==> config.mk <==
export PLATFORM = sky130hd
export DESIGN_NAME = ea_gen
export DESIGN_NICKNAME = d
export VERILOG_FILES = /design/src/rtl/ea_gen_pkg.sv /design/src/rtl/ea_step.sv /design/src/rtl/ea_operand_sel.sv /design/src/rtl/ea_adder3.sv /design/src/rtl/ea_gen.sv
export SDC_FILE = /design/constraint.sdc
export NUM_CORES = 1
export LEC_CHECK = 0
export BUFFER_PORTS_ARGS = -buffer_cell sky130_fd_sc_hd__buf_4
export CORE_MARGIN = 8
export CORE_UTILIZATION = 48
export CTS_CLUSTER_SIZE = 24
export DETAILED_ROUTE_END_ITERATION = 10
export GPL_TIMING_DRIVEN = 0
export PLACE_DENSITY = 0.78
export SETUP_SLACK_MARGIN = 0.2
export SYNTH_ARGS = -nofsm -noshare
export SYNTH_HDL_FRONTEND = slang
export SYNTH_SLANG_ARGS = --single-unit
==> constraint.sdc <==
create_clock -name clk -period 5.29 [get_ports clk]
set_input_delay 0.529 -clock clk [delete_from_list [all_inputs] [get_ports clk]]
set_output_delay 0.529 -clock clk [all_outputs]
set_load 0.02 [all_outputs]
==> src/rtl/ea_gen_pkg.sv <==
// Package: shared mode and size encodings for the effective address generator.
// Assumes mode codes 9..15 are unused and rejected by the top.
package ea_gen_pkg;
    typedef enum logic [3:0] {
        EA_IND     = 4'd0,
        EA_POSTINC = 4'd1,
        EA_PREDEC  = 4'd2,
        EA_DISP16  = 4'd3,
        EA_IDX8    = 4'd4,
        EA_PC16    = 4'd5,
        EA_PCIDX8  = 4'd6,
        EA_ABS16   = 4'd7,
        EA_ABS32   = 4'd8
    } ea_mode_e;

    typedef enum logic [1:0] {
        SZ_BYTE  = 2'd0,
        SZ_WORD  = 2'd1,
        SZ_LONG  = 2'd2,
        SZ_LONG2 = 2'd3
    } ea_size_e;

    localparam int unsigned MODE_COUNT = 9;
endpackage

==> src/rtl/ea_step.sv <==
// Module: ea_step
// Converts the operand size code into the auto-modify step (1, 2 or 4).
// Assumes size codes 2 and 3 both mean a long operand.
module ea_step #(
    parameter int unsigned DATA_W = 32
) (
    input  logic [1:0]        size_i,
    output logic [DATA_W-1:0] step_o
);
    import ea_gen_pkg::*;

    ea_size_e sz;
    assign sz = ea_size_e'(size_i);

    // Purpose: select step by operand size.
    always_comb begin
        unique case (sz)
            SZ_BYTE: step_o = DATA_W'(1);
            SZ_WORD: step_o = DATA_W'(2);
            default: step_o = DATA_W'(4);
        endcase
    end
endmodule

==> src/rtl/ea_operand_sel.sv <==
// Module: ea_operand_sel
// Picks the three addends of the address sum for the given mode and
// sign-extends the displacement fields. Also flags the auto-modify modes.
// Assumes the extension words are already fetched and stable.
module ea_operand_sel #(
    parameter int unsigned DATA_W  = 32,
    parameter int unsigned EXT_W   = 16,
    parameter int unsigned SHORT_W = 8
) (
    input  logic [3:0]        mode_i,
    input  logic [DATA_W-1:0] base_i,
    input  logic [DATA_W-1:0] index_i,
    input  logic [DATA_W-1:0] pc_i,
    input  logic [DATA_W-1:0] step_i,
    input  logic [EXT_W-1:0]  ext0_i,
    input  logic [EXT_W-1:0]  ext1_i,
    output logic [DATA_W-1:0] add_a_o,
    output logic [DATA_W-1:0] add_b_o,
    output logic [DATA_W-1:0] add_c_o,
    output logic              mode_ok_o,
    output logic              post_o,
    output logic              pre_o
);
    import ea_gen_pkg::*;

    localparam int unsigned LONG_W = 2 * EXT_W;

    ea_mode_e          md;
    logic [DATA_W-1:0] disp_long;
    logic [DATA_W-1:0] disp_short;
    logic [DATA_W-1:0] abs_long;

    assign md = ea_mode_e'(mode_i);

    // Purpose: sign-extend the 16-bit and 8-bit displacement fields.
    assign disp_long  = {{(DATA_W-EXT_W){ext0_i[EXT_W-1]}}, ext0_i};
    assign disp_short = {{(DATA_W-SHORT_W){ext0_i[SHORT_W-1]}}, ext0_i[SHORT_W-1:0]};

    // Purpose: assemble the absolute long value, upper word first.
    generate
        if (LONG_W >= DATA_W) begin : g_abs_trim
            logic [LONG_W-1:0] abs_cat;
            assign abs_cat  = {ext0_i, ext1_i};
            assign abs_long = abs_cat[DATA_W-1:0];
        end else begin : g_abs_pad
            assign abs_long = {{(DATA_W-LONG_W){1'b0}}, ext0_i, ext1_i};
        end
    endgenerate

    // Purpose: route the addends per addressing mode.
    always_comb begin
        add_a_o   = '0;
        add_b_o   = '0;
        add_c_o   = '0;
        mode_ok_o = 1'b1;
        post_o    = 1'b0;
        pre_o     = 1'b0;
        case (md)
            EA_IND:     add_a_o = base_i;
            EA_POSTINC: begin
                add_a_o = base_i;
                post_o  = 1'b1;
            end
            EA_PREDEC: begin
                add_a_o = base_i;
                add_b_o = ~step_i + DATA_W'(1);
                pre_o   = 1'b1;
            end
            EA_DISP16: begin
                add_a_o = base_i;
                add_b_o = disp_long;
            end
            EA_IDX8: begin
                add_a_o = base_i;
                add_b_o = index_i;
                add_c_o = disp_short;
            end
            EA_PC16: begin
                add_a_o = pc_i;
                add_b_o = disp_long;
            end
            EA_PCIDX8: begin
                add_a_o = pc_i;
                add_b_o = index_i;
                add_c_o = disp_short;
            end
            EA_ABS16:  add_a_o = disp_long;
            EA_ABS32:  add_a_o = abs_long;
            default:   mode_ok_o = 1'b0;
        endcase
    end
endmodule

==> src/rtl/ea_adder3.sv <==
// Module: ea_adder3
// Three-input modulo-2^DATA_W adder for the address sum.
// Assumes no carry-out is needed; overflow wraps.
module ea_adder3 #(
    parameter int unsigned DATA_W = 32
) (
    input  logic [DATA_W-1:0] a_i,
    input  logic [DATA_W-1:0] b_i,
    input  logic [DATA_W-1:0] c_i,
    output logic [DATA_W-1:0] sum_o
);
    // Purpose: wrapping sum of the three addends.
    assign sum_o = a_i + b_i + c_i;
endmodule

==> src/rtl/ea_gen.sv <==
// Module: ea_gen (top)
// Computes one operand address per request and registers the address,
// the alignment flag and the base-register write-back. One cycle latency.
// Assumes the upstream stage supplies register values and extension words.
module ea_gen #(
    parameter int unsigned DATA_W  = 32,
    parameter int unsigned ADDR_W  = 24,
    parameter int unsigned EXT_W   = 16,
    parameter int unsigned SHORT_W = 8
) (
    input  logic              clk,
    input  logic              rst_n,
    input  logic              req_valid,
    input  logic [3:0]        req_mode,
    input  logic [1:0]        req_size,
    input  logic [31:0]       base_reg,
    input  logic [31:0]       index_reg,
    input  logic [31:0]       ext_pc,
    input  logic [15:0]       ext_word0,
    input  logic [15:0]       ext_word1,
    output logic              out_valid,
    output logic [23:0]       out_addr,
    output logic              out_align_err,
    output logic              wb_en,
    output logic [31:0]       wb_value
);
    import ea_gen_pkg::*;

    logic [DATA_W-1:0] step;
    logic [DATA_W-1:0] add_a, add_b, add_c;
    logic [DATA_W-1:0] ea_sum;
    logic [DATA_W-1:0] post_val;
    logic              mode_ok, is_post, is_pre, take;

    ea_step #(.DATA_W(DATA_W)) u_step (
        .size_i (req_size),
        .step_o (step)
    );

    ea_operand_sel #(
        .DATA_W (DATA_W),
        .EXT_W  (EXT_W),
        .SHORT_W(SHORT_W)
    ) u_sel (
        .mode_i   (req_mode),
        .base_i   (base_reg),
        .index_i  (index_reg),
        .pc_i     (ext_pc),
        .step_i   (step),
        .ext0_i   (ext_word0),
        .ext1_i   (ext_word1),
        .add_a_o  (add_a),
        .add_b_o  (add_b),
        .add_c_o  (add_c),
        .mode_ok_o(mode_ok),
        .post_o   (is_post),
        .pre_o    (is_pre)
    );

    ea_adder3 #(.DATA_W(DATA_W)) u_sum (
        .a_i  (add_a),
        .b_i  (add_b),
        .c_i  (add_c),
        .sum_o(ea_sum)
    );

    // Purpose: incremented base for post-increment write-back.
    assign post_val = base_reg + step;
    assign take     = req_valid && mode_ok;

    // Purpose: register the result, clearing strobes when idle or in reset.
    always_ff @(posedge clk) begin
        if (!rst_n) begin
            out_valid     <= 1'b0;
            out_addr      <= '0;
            out_align_err <= 1'b0;
            wb_en         <= 1'b0;
            wb_value      <= '0;
        end else begin
            out_valid     <= take;
            out_align_err <= take && (req_size != SZ_BYTE) && ea_sum[0];
            wb_en         <= take && (is_post || is_pre);
            if (take) begin
                out_addr <= ea_sum[ADDR_W-1:0];
                wb_value <= is_post ? post_val : (is_pre ? ea_sum : '0);
            end
        end
    end
endmodule

# Word-level counts from Yosys, hierarchy flattened
# Index checks and enable logic that the tools add are counted.
[classes]
n_addsub = 4
multipliers = 0
div = 0
order_cmp = 0
eq_ne = 9
n_shift = 0
mux = 9
bitwise_logic = 1
n_reduce_logical = 13
[op_table]
columns = ["operator", "count"]
rows = [
  ["$pmux 32 s4", 1],
  ["$add 32x32->32", 3],
  ["$mux 32", 3],
  ["$pmux 32 s3", 1],
  ["$add 32x1->32 const B", 1],
  ["$not 3->32", 1],
  ["$eq 4x3->1 const B", 4],
  ["$reduce_or 9->1", 1],
  ["$eq 4x2->1 const B", 2],
  ["$pmux 3 s2", 1],
  ["$reduce_or 2->1", 3],
  ["$reduce_or 5->1", 1],
  ["$eq 4x1->1 const B", 1],
  ["$eq 4x4->1 const B", 1],
  ["$logic_and 1x1->1", 4],
  ["$logic_not 4->1", 1],
  ["$mux 1", 3],
  ["$eq 2x1->1 const B", 1],
  ["$logic_not 2->1", 1],
  ["$reduce_bool 2->1", 1],
  ["$logic_or 1x1->1", 1],
]
[totals]
reg_bits = 59
latchBits = 0
ram_bits = 0
mem_bits_ro = 0
input_bits = 137
memories = 0

# Logic depth before layout (Yosys ltp)
# Gate-level depths: netlist (run 1).
[logic_depth]
word_depth = 9
depth_mapped = 20
ltp_nobuf = 17

# Modules after synthesis
# A second synthesis (run 1) with hierarchy kept.
[hier_totals]
hier_cells = 1171
area_unflattened_um2 = 8760.9
[modules_own_cells]
columns = ["module", "instances", "cells_per_inst", "area_each_um2", "seq_area_each_um2"]
rows = [
  ["ea_gen", 1, 537, 4156.5, 1181.1],
  ["ea_adder3", 1, 279, 2403.6, 0.0],
  ["ea_operand_sel", 1, 322, 1965.6, 0.0],
  ["ea_step", 1, 33, 235.2, 0.0],
]

# Worst setup path before layout (run 1)
# No wires, ideal clock.
[synth_path]
path_kind = "input-to-reg"
start = "input req_mode[3]"
end = "register wb_value[25]"
arrival_time_ns = 4.823
path_slack_ns = 0.344
path_stages = 16
n_path_buf = 2
cell_sequence = "clkbuf_1 > nand2b_1 > nor2_1 > nand2_1 > inv_1 > fa_1 > ha_1 > clkbuf_1 > a21o_1 > a221o_1 > o32ai_1 > nand2b_1 > o21ai_0 > xnor2_1 > a221oi_1 > nor2_1"
[synth_via]
elab_chain_len = 7
elab_cells_between_ends = 25
classes_between = "2 x add/sub; 8 x eq/ne; 8 x mux; 7 x reduce/logical"
[synth_rtl]
columns = ["item", "line_no", "text"]
rows = [
  ["start: declaration", "ea_gen.sv:14", "input logic [3:0] req_mode,"],
  ["$eq 4x2->1, or another cell as far along", "ea_operand_sel.sv:58", "case (md)"],
  ["$reduce_or 5->1 (no source line) or $reduce_or 2->1 (tied branches)", "-", ""],
  ["$pmux 32 s4 or $pmux 32 s3 (tied branches)", "ea_operand_sel.sv:58", ""],
  ["$add 32x32->32 (2 in a row)", "ea_adder3.sv:13", "assign sum_o = a_i + b_i + c_i;"],
  ["$mux 32 (2 in a row)", "ea_gen.sv:85", "wb_value <= is_post ? post_val : (is_pre ? ea_sum : '0);"],
  ["end signal: assignment", "ea_gen.sv:85", ""],
  ["end: declaration", "ea_gen.sv:25", "output logic [31:0] wb_value"],
]
# Several ways; a longest one is shown, not always the timed one.
# A chain may end at the register's enable or synchronous reset.

# Final worst setup path (run 1)
[layout_path]
start = "input req_mode[3]"
end = "register wb_value[22]"
# Same word-level chain as after synthesis.

==> key figures, run 1 <==
Power
  • Leak: 4.08 nW
  • Pwr per Cell Area: 227 mW/mm²
  • Worst IR Drop VDD: 0.117 mV

Floorplanning
  • Die X-Extent: 132 µm
  • Chip Height: 132 µm
  • Die area: 0.0174 mm²
  • Row count: 42
  • Core ar.: 0.0132 mm²
  • Ports: 196
  • Starting Density: 48.9%

Yosys
  • Post-synth top area share: 18.3%
  • Dominant synthesized flop cell: dfxtp_1
  • Compound-Gate Fraction of Synth Area: 29.5%
  • Syn nets: 1054
  • Seq/Total Area, Yosys: 18.3%
  • Synth Area in XOR/XNOR: 7.88%
  • Seq cells post-synth: 59
  • Mux cell area share after synthesis: 0.155%
  • Syn_area_per_cell: 7.58 µm²
  • Cells after Synth: 851
  • Synth warn: 0
  • Cell Area, Synth: 0.00645 mm²
  • Area leader, netlist: dfxtp_1
  • EDFF count, synth: 0
  • Yosys cell types: 68
  • Simple logic cell fraction of the synthesized area: 20.4%
  • Async set-or-reset flop fraction in the synthesized netlist: 0%
  • Largest family of logic cells by synthesized area: compound AO/OA/AOI/OAI gates
  • Area share of fa/ha/maj cells after synthesis: 16.7%
  • Top post-synthesis cells by area: dfxtp_1 (18%), fa_1 (10%), ha_1 (6.4%)

Critical path
  • Arr. time, crit path: 5010 ps
  • Critical Path RT: 5490 ps
  • Crit start category: input pin
  • Setup Crit Path Kind: in2reg
  • Critical Path Fanout Max: 10
  • Worst r2r src: wb_value[24]$_SDFFE_PN0P_
  • Critical Path Source: req_mode[3]
  • CP endpoint kind: flop

STA
  • Slew @ Worst Pin: 976 ps
  • Fin Setup TNS: 0 ps
  • Clk_skew: 0 ps
  • Max Slew Vio Count: 0
  • Fmax: 0.208 GHz
  • # setup viols final: 0
  • Tcrit/Tclk final: 90.9%
  • Max-slew headroom: 34.0%
  • Hold Fails Final Rpt: 0
  • Hold WS: 464 ps
  • Final Worst Setup Slack: 481 ps
  • Tmin final: 4810 ps
  • RSZ-0062 raised after global routing: no

CTS
  • TritonCTS buffer count: 9
  • Clock root buffer: clkbuf_16
  • CTS tree: done
  • # clock sinks: 59
  • Clk slew on worst S/H paths: 50 ps
  • H-tree depth: 3
  • Clock buffer depth: 2
  • Worst skew pair latency: 320 ps

Route
  • ANT nets after route: 0
  • Vias: 7257
  • DR WL/cell: 21.2 µm
  • Via density: 5.88
  • DRC: 0
  • WL final: 26200 µm
  • Pre-Repair DR Iteration Count: 5
  • DRT iter0 DRCs: 706

Hold path
  • Min-delay src: out_addr[0]$_SDFFE_PN0P_
  • HP Class: reg2reg

Global routing
  • Number of global-route vias before repair: 7192
  • Global Route Usage Sum: 28.9%
  • Initial antenna violation count: 0
  • Largest net degree at the start of global routing: 22
  • First-pass GRT wire length: 40300 µm
  • Grt ovf: 0

Status
  • Status: complete, no violations

Place
  • Hpwl dp: 21900 µm
  • Gpl congestion: 0.952
  • Worst slack, placed: -694 ps
  • IO Port Bufs: 191

Finish
  • Layout Nets: 1257
  • Area Overhead vs Synth: 31.9%
  • # diodes: 0
  • Share of layout cells above drive strength 1: 23.2%

Flow run
  • Total of max-cap violations: 0
stage by stage:
stage                     instance area [µm²]  utilization, %  power, mW  instances
after floorplan                          6450               -      0.982        851
after global placement                   8100            61.4       1.28       1218
after detailed placement                 8100            61.4       1.29       1218
after CTS                                8450            64.1       1.91       1234
after global routing                     8500            64.5       2.03       1234
final                                    8500            64.5       1.93       1234
synth_stat cells (23+ instances only):
| master | number |
|---|---|
| xor2_1 | 23 |
| xnor2_1 | 35 |
| fa_1 | 33 |
| a221oi_1 | 24 |
| and3_1 | 26 |
| a21oi_1 | 66 |
| inv_1 | 66 |
| clkbuf_1 | 49 |
| dfxtp_1 | 59 |
| o21ai_0 | 53 |
| nor2_1 | 63 |
| ha_1 | 33 |
| a22oi_1 | 25 |
| nand2_1 | 100 |
cell type report:
type	count	area, µm²
clock buffer	10	239
buffer	54	230
sequential	59	1180
clock inverter	5	77.6
tap	176	220
timing repair buffer	192	1440
inverter	66	248
fill	1187	4690
multi-input combinational	672	4860
critical path, stage by stage:
cell	delay, ps
clkbuf_1	190
nor4b_4	390
clkbuf_2	350
clkbuf_1	440
a221oi_1	130
fa_1	540
inv_1	50
ha_1	350
a21oi_1	340
a311oi_2	180
nor4b_1	420
o31ai_1	190
a21boi_1	260
xnor2_1	140
a221oi_1	390
nor2_1	100
per-layer routing:
metal / wire length, µm / part of all wire [%] / GRT usage (%) / up-vias
li1: - / - / - / 3436
met1: 11700 / 45 / 39.7 / 3377
met2: 11400 / 44 / 45.3 / 404
met3: 2510 / 9.6 / 5.91 / 40
met4: 497 / 1.9 / 7.21 / 0
met5: 0 / 0 / 0 / -
sequential cells by signal, indices dropped and copies added, names as in the netlist:
register / cells
out_align_err: 1
out_addr: 24
out_valid: 1
wb_value: 32
wb_en: 1
final timing paths:
path	to	slack (ps)	cells past startpoint
setup / recovery	wb_value[22]$_SDFFE_PN0P_	480	16
hold / removal	out_addr[0]$_SDFFE_PN0P_	460	2
setup reg to reg	wb_value[24]$_SDFFE_PN0P_	4230	4
hold reg to reg	out_addr[0]$_SDFFE_PN0P_	460	2
logic make-up after synthesis:
| logic type | after synthesis |
|---|---|
| flops | 59 |
| buf+inv | 120 |
| simple gates | 272 |
| compound gates | 275 |
| fa+ha+maj | 66 |
| xor+xnor | 58 |
| mux | 1 |
layout by cell type (no fill, tap or decap), drive strengths merged, types with 13 or more instances in the layout:
master / count
a21oi: 66
a22oi: 25
a21o: 16
a22o: 22
clkbuf: 60
xor2: 23
nor2: 63
o21ai: 54
and3: 26
xnor2: 35
a21boi: 13
nand3: 13
nand2: 100
ha: 33
fa: 33
inv: 66
dfxtp: 59
buf: 196
a221oi: 25
timing repair:
| action | in CTS | in global routing |
|---|---|---|
| pin swaps | 1 | 0 |
| gates resized for setup | 7 | 40 |
| endpoints found under the setup margin | 22 | 16 |
| hold buffers | 0 | 0 |
| cloned | 0 | 0 |
| buffers inserted | 1 | 0 |
power breakdown:
part | leakage, nW | switching, mW | internal, mW | total [mW]
sequential | 0.484 | 0.0188 | 0.479 | 0.498
clock | 0.154 | 0.200 | 0.420 | 0.620
combinational | 3.44 | 0.483 | 0.326 | 0.810
total | 4.08 | 0.702 | 1.23 | 1.93
No activity file was read; power rests on OpenSTA's default activity.
==> run 2: changes to the inputs <==
--- a/config.mk
+++ b/config.mk
@@ -12,6 +12,7 @@
 export DETAILED_ROUTE_END_ITERATION = 10
 export GPL_TIMING_DRIVEN = 0
 export PLACE_DENSITY = 0.78
+export REMOVE_ABC_BUFFERS = 1
 export SETUP_SLACK_MARGIN = 0.2
 export SYNTH_ARGS = -nofsm -noshare
 export SYNTH_HDL_FRONTEND = slang
==> run 2 against run 1 <==
Effect of this change:
- hold slack got worse by 22 ps
- maximum frequency fell by 0.46%
- global-route usage fell by 1.1 points
- final cell count fell by 3.0%
- critical endpoint is now wb_value[27]$_SDFFE_PN0P_
- first-iteration DRC count fell by 19%
- sequential power barely moved
- count of clock-buffer cells in the layout rose by 2
- sequential cell count did not move
- non-clock buffer count fell by 38
- register-to-register slack improved by 50 ps
==> key figures, run 2 (synthesized netlist as in run 1, its figures left out) <==
Finish
  • Share of layout cells above drive strength 1: 24.0%
  • Layout Nets: 1219
  • # diodes: 0
  • Commonest cells after routing, fill and taps aside: buf_4 (200), nand2_1 (99), inv_1 (65), a21oi_1 (65), nor2_1 (60)
  • Most common cell after layout, fill and taps aside: buf_4
  • Biggest regs: wb_value (32), out_addr (24)
  • Area Overhead vs Synth: 31.9%
  • Non-Filler Instances: 1197
  • Post-Layout Inst Area: 0.00851 mm²
  • Top reg by flops: wb_value
  • Largest register FFs: 32

STA
  • Clk_skew: 0 ps
  • Max Slew Vio Count: 0
  • Slew @ Worst Pin: 997 ps
  • Hold Fails Final Rpt: 0
  • Tcrit/Tclk final: 91.3%
  • RSZ-0062 raised after global routing: no
  • # setup viols final: 0
  • Max-slew headroom: 33.3%
  • Tmin final: 4830 ps
  • Fmax: 0.207 GHz

Route
  • DRC: 0
  • ANT nets after route: 0
  • DRT iter0 DRCs: 575
  • Vias: 7098
  • Via density: 5.93
  • WL final: 24600 µm
  • DR WL/cell: 20.5 µm
  • Pre-Repair DR Iteration Count: 5

Critical path
  • Arr. time, crit path: 5060 ps
  • Reg-to-reg slack, setup: 4280 ps
  • Critical Path Fanout Max: 32
  • FF-to-FF End: wb_value[24]$_SDFFE_PN0P_
  • Critical Path RT: 5520 ps
  • Setup Crit Path Kind: in2reg
  • CP endpoint kind: flop
  • Worst Reg-to-Reg Cells: 4
  • Crit start category: input pin
  • Worst r2r src: wb_value[24]$_SDFFE_PN0P_

Place
  • Gpl congestion: 0.926
  • Hpwl dp: 18800 µm
  • Placed cell count: 1178
  • IO Port Bufs: 195
  • Post-DP Area: 0.00814 mm²

Global routing
  • First-pass GRT wire length: 38900 µm
  • Initial antenna violation count: 0
  • Grt ovf: 0
  • Global Route Usage Sum: 27.8%
  • Number of global-route vias before repair: 7198
  • Largest net degree at the start of global routing: 58

Hold path
  • Min-delay src: req_mode[3]
  • Hold Path Sink: wb_en$_SDFF_PN0_
  • Hold Path Cell Cnt: 2
  • HP Class: in2reg

CTS
  • # clock sinks: 59
  • Worst skew pair latency: 350 ps
  • Clock root buffer: clkbuf_16
  • H-tree depth: 3
  • Clk slew on worst S/H paths: 60 ps
  • Hold Buf Count CTS: 0
  • Clock buffer depth: 2
  • CTS tree: done
  • TritonCTS buffer count: 9

Power
  • Worst IR Drop VDD: 0.159 mV
  • PnR Total Power: 1.91 mW
  • Pwr per Cell Area: 224 mW/mm²
  • Leak: 4.03 nW

Floorplanning
  • Row count: 42
  • Chip Height: 132 µm
  • Die X-Extent: 132 µm
  • Starting Density: 48.9%
  • Core ar.: 0.0132 mm²
  • Ports: 196
  • Die area: 0.0174 mm²

Flow run
  • Total of max-cap violations: 0

Status
  • Status: complete, no violations
==> run 2: cell count changes in the layout (fill, tap and decap cells not counted), moves of 2 or more <==
cell / change
buf_12: +3
buf_4: +8
buf_6: +3
clkbuf_8: +2
buf_2: -3
clkbuf_1: -31
o21ai_1: -2
clkbuf_2: -19
==> run 2: what timing repair did <==
item | 4_1_cts | 5_1_grt
buffers inserted | 0 | 3
pin swaps | 0 | 2
resized for setup | 1 | 6
setup endpoints to repair | 20 | 15
==> run 2: critical path, stage by stage <==
cell      delay [ps]
buf_4            150
nand2b_1         280
nor2_4           740
a22o_1           260
nor2_1            60
fa_1             480
inv_1             40
ha_1             230
fa_1             410
a21oi_1          210
o22ai_1          190
o21ai_0          410
nand3_1          140
nand2b_1         230
o21ai_0          160
xnor2_1          150
a221oi_1         310
nor2_1            80
==> run 2: metrics by stage <==
stage               TNS [ps]  utilization [%]  hold slack, ps  setup WS, ps
finish                     0             64.5             442           459
floorplan             -21000                -             541          -914
CTS                        0             64.1             433           235
global placement     -126390             60.1             452         -3320
detailed placement     -8740             61.7             457          -674
global route               0             64.5             460           201
==> run 2: routing by layer <==
metal / vias to the layer above / track usage, % / part of all wire [%]
met2: 344 / 43.9 / 46
met5: - / 0 / 0
li1: 3362 / - / -
met4: 0 / 12.6 / 3.7
met3: 70 / 8.96 / 9.0
met1: 3322 / 33.8 / 41
==> run 2: cell type report <==
class                           count  area (µm²)
Multi-Input combinational cell    672        4900
Fill cell                        1181        4680
Timing Repair Buffer              208        1640
Sequential cell                    59        1180
Clock buffer                       12         267
Inverter                           66         251
Tap cell                          176         220
Clock inverter                      4        47.5
==> run 2: report_power, final <==
group / switching [mW] / leakage (nW) / internal, mW / total [mW]
clock network: 0.237 / 0.155 / 0.402 / 0.638
logic: 0.446 / 3.39 / 0.330 / 0.776
registers: 0.0163 / 0.484 / 0.478 / 0.495
==> run 2: worst max-delay path by stage <==
stage | startpoint | to | slack (ps) | depth (start not counted)
finish | req_mode[3] | wb_value[27]$_SDFFE_PN0P_ | 460 | 18
global placement | req_mode[3] | wb_value[30]$_SDFFE_PN0P_ | -3320 | 15
floorplan | req_mode[3] | wb_value[28]$_SDFFE_PN0P_ | -910 | 14
detailed placement | req_mode[3] | wb_value[30]$_SDFFE_PN0P_ | -670 | 15
global route | req_mode[3] | wb_value[19]$_SDFFE_PN0P_ | 200 | 17
CTS | req_mode[3] | wb_value[30]$_SDFFE_PN0P_ | 240 | 15
==> run 3: changes to the inputs <==
--- a/config.mk
+++ b/config.mk
@@ -7,13 +7,14 @@
 export LEC_CHECK = 0
 export BUFFER_PORTS_ARGS = -buffer_cell sky130_fd_sc_hd__buf_4
 export CORE_MARGIN = 8
-export CORE_UTILIZATION = 48
+export CORE_UTILIZATION = 51
 export CTS_CLUSTER_SIZE = 24
 export DETAILED_ROUTE_END_ITERATION = 10
 export GPL_TIMING_DRIVEN = 0
-export PLACE_DENSITY = 0.78
+export PLACE_DENSITY = 0.79
 export REMOVE_ABC_BUFFERS = 1
 export SETUP_SLACK_MARGIN = 0.2
 export SYNTH_ARGS = -nofsm -noshare
 export SYNTH_HDL_FRONTEND = slang
+export SYNTH_HIERARCHICAL = 1
 export SYNTH_SLANG_ARGS = --single-unit
==> run 3 against run 2 <==
Effect of this change:
- via count up 33%
- total power up 17%
- register-to-register slack worse by 150 ps
- count of clock-buffer cells in the layout down 1
- synthesized area up 36%
- sequential power down 2%
==> key figures, run 3 <==
Power
  • Worst IR Drop VDD: 0.156 mV
  • Leak: 4.89 nW
  • Pwr per Cell Area: 209 mW/mm²
  • PnR Total Power: 2.24 mW

Critical path
  • Setup Crit Path Kind: in2reg
  • Worst path depth: 20
  • Critical Path RT: 5520 ps
  • Delay-heaviest family, CP: simple AND/OR/NAND/NOR gates
  • Most common cell type on the critical path: or4_4
  • Arr. time, crit path: 5310 ps
  • Worst Path Buf+Inv: 2
  • Critical Path Fanout Max: 8
  • Slowest cell on the critical path: fa_1
  • CP endpoint kind: flop
  • CP peak stage delay: 520 ps
  • Cell Chain, Critical Path: buf_6 > nor2b_4 > inv_1 > ha_2 > or3b_4 > or3_4 > or4_4 > xnor2_2 > o21ai_2 > fa_1 > ha_4 > nand4_1 > or4_4 > o21ai_4 > o211ai_1 > o21bai_2 > xor2_2 > a22o_1 > a22oi_2 > nand3_1
  • Worst Reg-to-Reg Cells: 3
  • Crit start category: input pin

Floorplanning
  • Ports: 196
  • Die X-Extent: 147 µm
  • Die area: 0.0216 mm²
  • Chip Height: 147 µm
  • Row count: 48
  • Core ar.: 0.0171 mm²
  • Starting Density: 51.4%

Yosys
  • Cells after Synth: 1171
  • Area leader, netlist: dfxtp_1
  • Synth warn: 6
  • Seq cells post-synth: 59
  • Seq/Total Area, Yosys: 13.5%
  • Async set-or-reset flop fraction in the synthesized netlist: 0%
  • Syn_area_per_cell: 7.48 µm²
  • Most common cell in the netlist: nand2_1
  • EDFF count, synth: 0
  • Top post-synthesis cells by area: dfxtp_1 (13%), ha_1 (8.9%), fa_1 (7.5%)
  • Dominant synthesized flop cell: dfxtp_1
  • Yosys cell types: 83
  • Most frequent cells after synthesis: nand2_1 (166), a21oi_1 (79), o21ai_0 (79)
  • Cell Area, Synth: 0.00876 mm²
  • Post-synth top area share: 13.5%

Hold path
  • HP Class: reg2reg
  • Hold Path Cell Cnt: 2

Flow run
  • Total of max-cap violations: 0

CTS
  • # clock sinks: 59
  • Worst skew pair latency: 340 ps
  • Clock root buffer: clkbuf_16
  • H-tree depth: 3
  • Clock buffer depth: 2
  • CTS tree: done
  • Clk slew on worst S/H paths: 60 ps
  • TritonCTS buffer count: 9
  • Hold Buf Count CTS: 0

Finish
  • Most common cell after layout, fill and taps aside: buf_4
  • Non-Filler Instances: 1531
  • Share of layout cells above drive strength 1: 23.4%
  • Post-Layout Inst Area: 0.0107 mm²
  • Biggest regs: wb_value (32), out_addr (24)
  • Commonest cells after routing, fill and taps aside: buf_4 (211), nand2_1 (165), o21ai_0 (77), a21oi_1 (76)
  • Area Overhead vs Synth: 22.3%
  • Filler cells: 1604
  • Top reg by flops: wb_value
  • Largest register FFs: 32
  • # diodes: 0
  • Layout Nets: 1533

STA
  • Hold WS: 462 ps
  • RSZ-0062 raised after global routing: yes
  • # setup viols final: 0
  • Hold Fails Final Rpt: 0
  • Tmin final: 5070 ps
  • Fin Setup TNS: 0 ps
  • Slew @ Worst Pin: 1080 ps
  • Clk_skew: 0 ps
  • Fmax: 0.197 GHz
  • Tcrit/Tclk final: 95.9%
  • Max Slew Vio Count: 0
  • Max-slew headroom: 28.1%

Route
  • DR WL/cell: 22.0 µm
  • Max Used Layer: met4
  • Routed wl met2: 15100 µm
  • ANT nets after route: 0
  • WL final: 33700 µm
  • Via density: 6.18
  • DRT iter0 DRCs: 750
  • DRC: 0
  • Pre-Repair DR Iteration Count: 6
  • Wire length on met1: 13900 µm
  • Vias: 9462
  • WL met3: 3250 µm

Place
  • IO Port Bufs: 195
  • Gpl congestion: 1.02
  • Placed cell count: 1496
  • Post-DP Area: 0.0100 mm²
  • Hpwl dp: 26600 µm

Global routing
  • Largest net degree at the start of global routing: 59
  • Grt ovf: 0
  • First-pass GRT wire length: 50000 µm
  • Number of global-route vias before repair: 9077
  • Global Route Usage Sum: 29.2%
  • Initial antenna violation count: 0

Status
  • Status: complete, no violations
==> run 3: cell types whose count changed after synthesis, sizes merged, moves of 21 or more <==
cell / delta
a221oi: -21
o21ai: +29
inv: -45
buf: +58
nand3: +30
a22oi: +35
and3: -24
ha: +29
nand2: +67
==> run 3: per-layer routing <==
layer / up-vias / track usage (%)
met1: 4394 / 37.7
li1: 4439 / -
met3: 88 / 6.18
met4: 0 / 12.4
met2: 541 / 46.0
met5: - / 0
==> run 3: logic make-up (layout without fill, tap and decap cells) <==
logic type / Yosys count / in the layout / share of synthesized area, %
simple gates: 387 / 388 / 21.3
mux: 3 / 3 / 0.357
compound gates: 393 / 393 / 30.5
other cells: 1 / 29 / 0.0428
buf+inv: 151 / 257 / 9.64
flops: 59 / 59 / 13.5
xor+xnor: 82 / 82 / 8.28
fa+ha+maj: 95 / 95 / 16.4
==> run 3: final cells by class <==
type	instances	area, µm²	area share (%)
clock buffer	11	243	2.27
clock inverter	5	100	0.934
inverter	21	82.6	0.771
multi-input combinational	990	7110	66.3
sequential	59	1180	11.0
tap	225	282	2.63
timing repair buffer	220	1720	16.1
==> run 3: repair_timing <==
| action | 4_1_cts | 5_1_grt |
|---|---|---|
| endpoints found under the hold margin | 0 | 0 |
| pin swaps | 1 | 23 |
| buffers inserted | 0 | 18 |
| gates resized for setup | 17 | 34 |
| setup endpoints to repair | 14 | 11 |
| cloned | 0 | 1 |
==> run 3: metrics by stage <==
step	util [%]	setup WS (ps)
finish	62.8	217
detailed placement	58.6	-834
global route	62.8	83.0
global placement	57.7	-2860
floorplan	-	-492
CTS	61.0	126
==> run 3: where the power goes <==
group	internal, mW	switching, mW
sequential	0.470	0.0125
clock	0.472	0.231
combinational	0.430	0.626
==> run 3: tightest hold or removal path: stages (launching register included) <==
cell and delay [ps]:
dfxtp_1 300, nand2_1 50, a21boi_0 60
==> run 3: worst paths after layout <==
path	from	slack [ps]	endpoint
worst min-delay path	out_addr[13]$_SDFFE_PN0P_	460	out_addr[13]$_SDFFE_PN0P_
worst min register to register	out_addr[13]$_SDFFE_PN0P_	460	out_addr[13]$_SDFFE_PN0P_
worst max-delay path	req_size[0]	220	wb_value[28]$_SDFFE_PN0P_
worst max register to register	wb_value[26]$_SDFFE_PN0P_	4130	wb_value[26]$_SDFFE_PN0P_
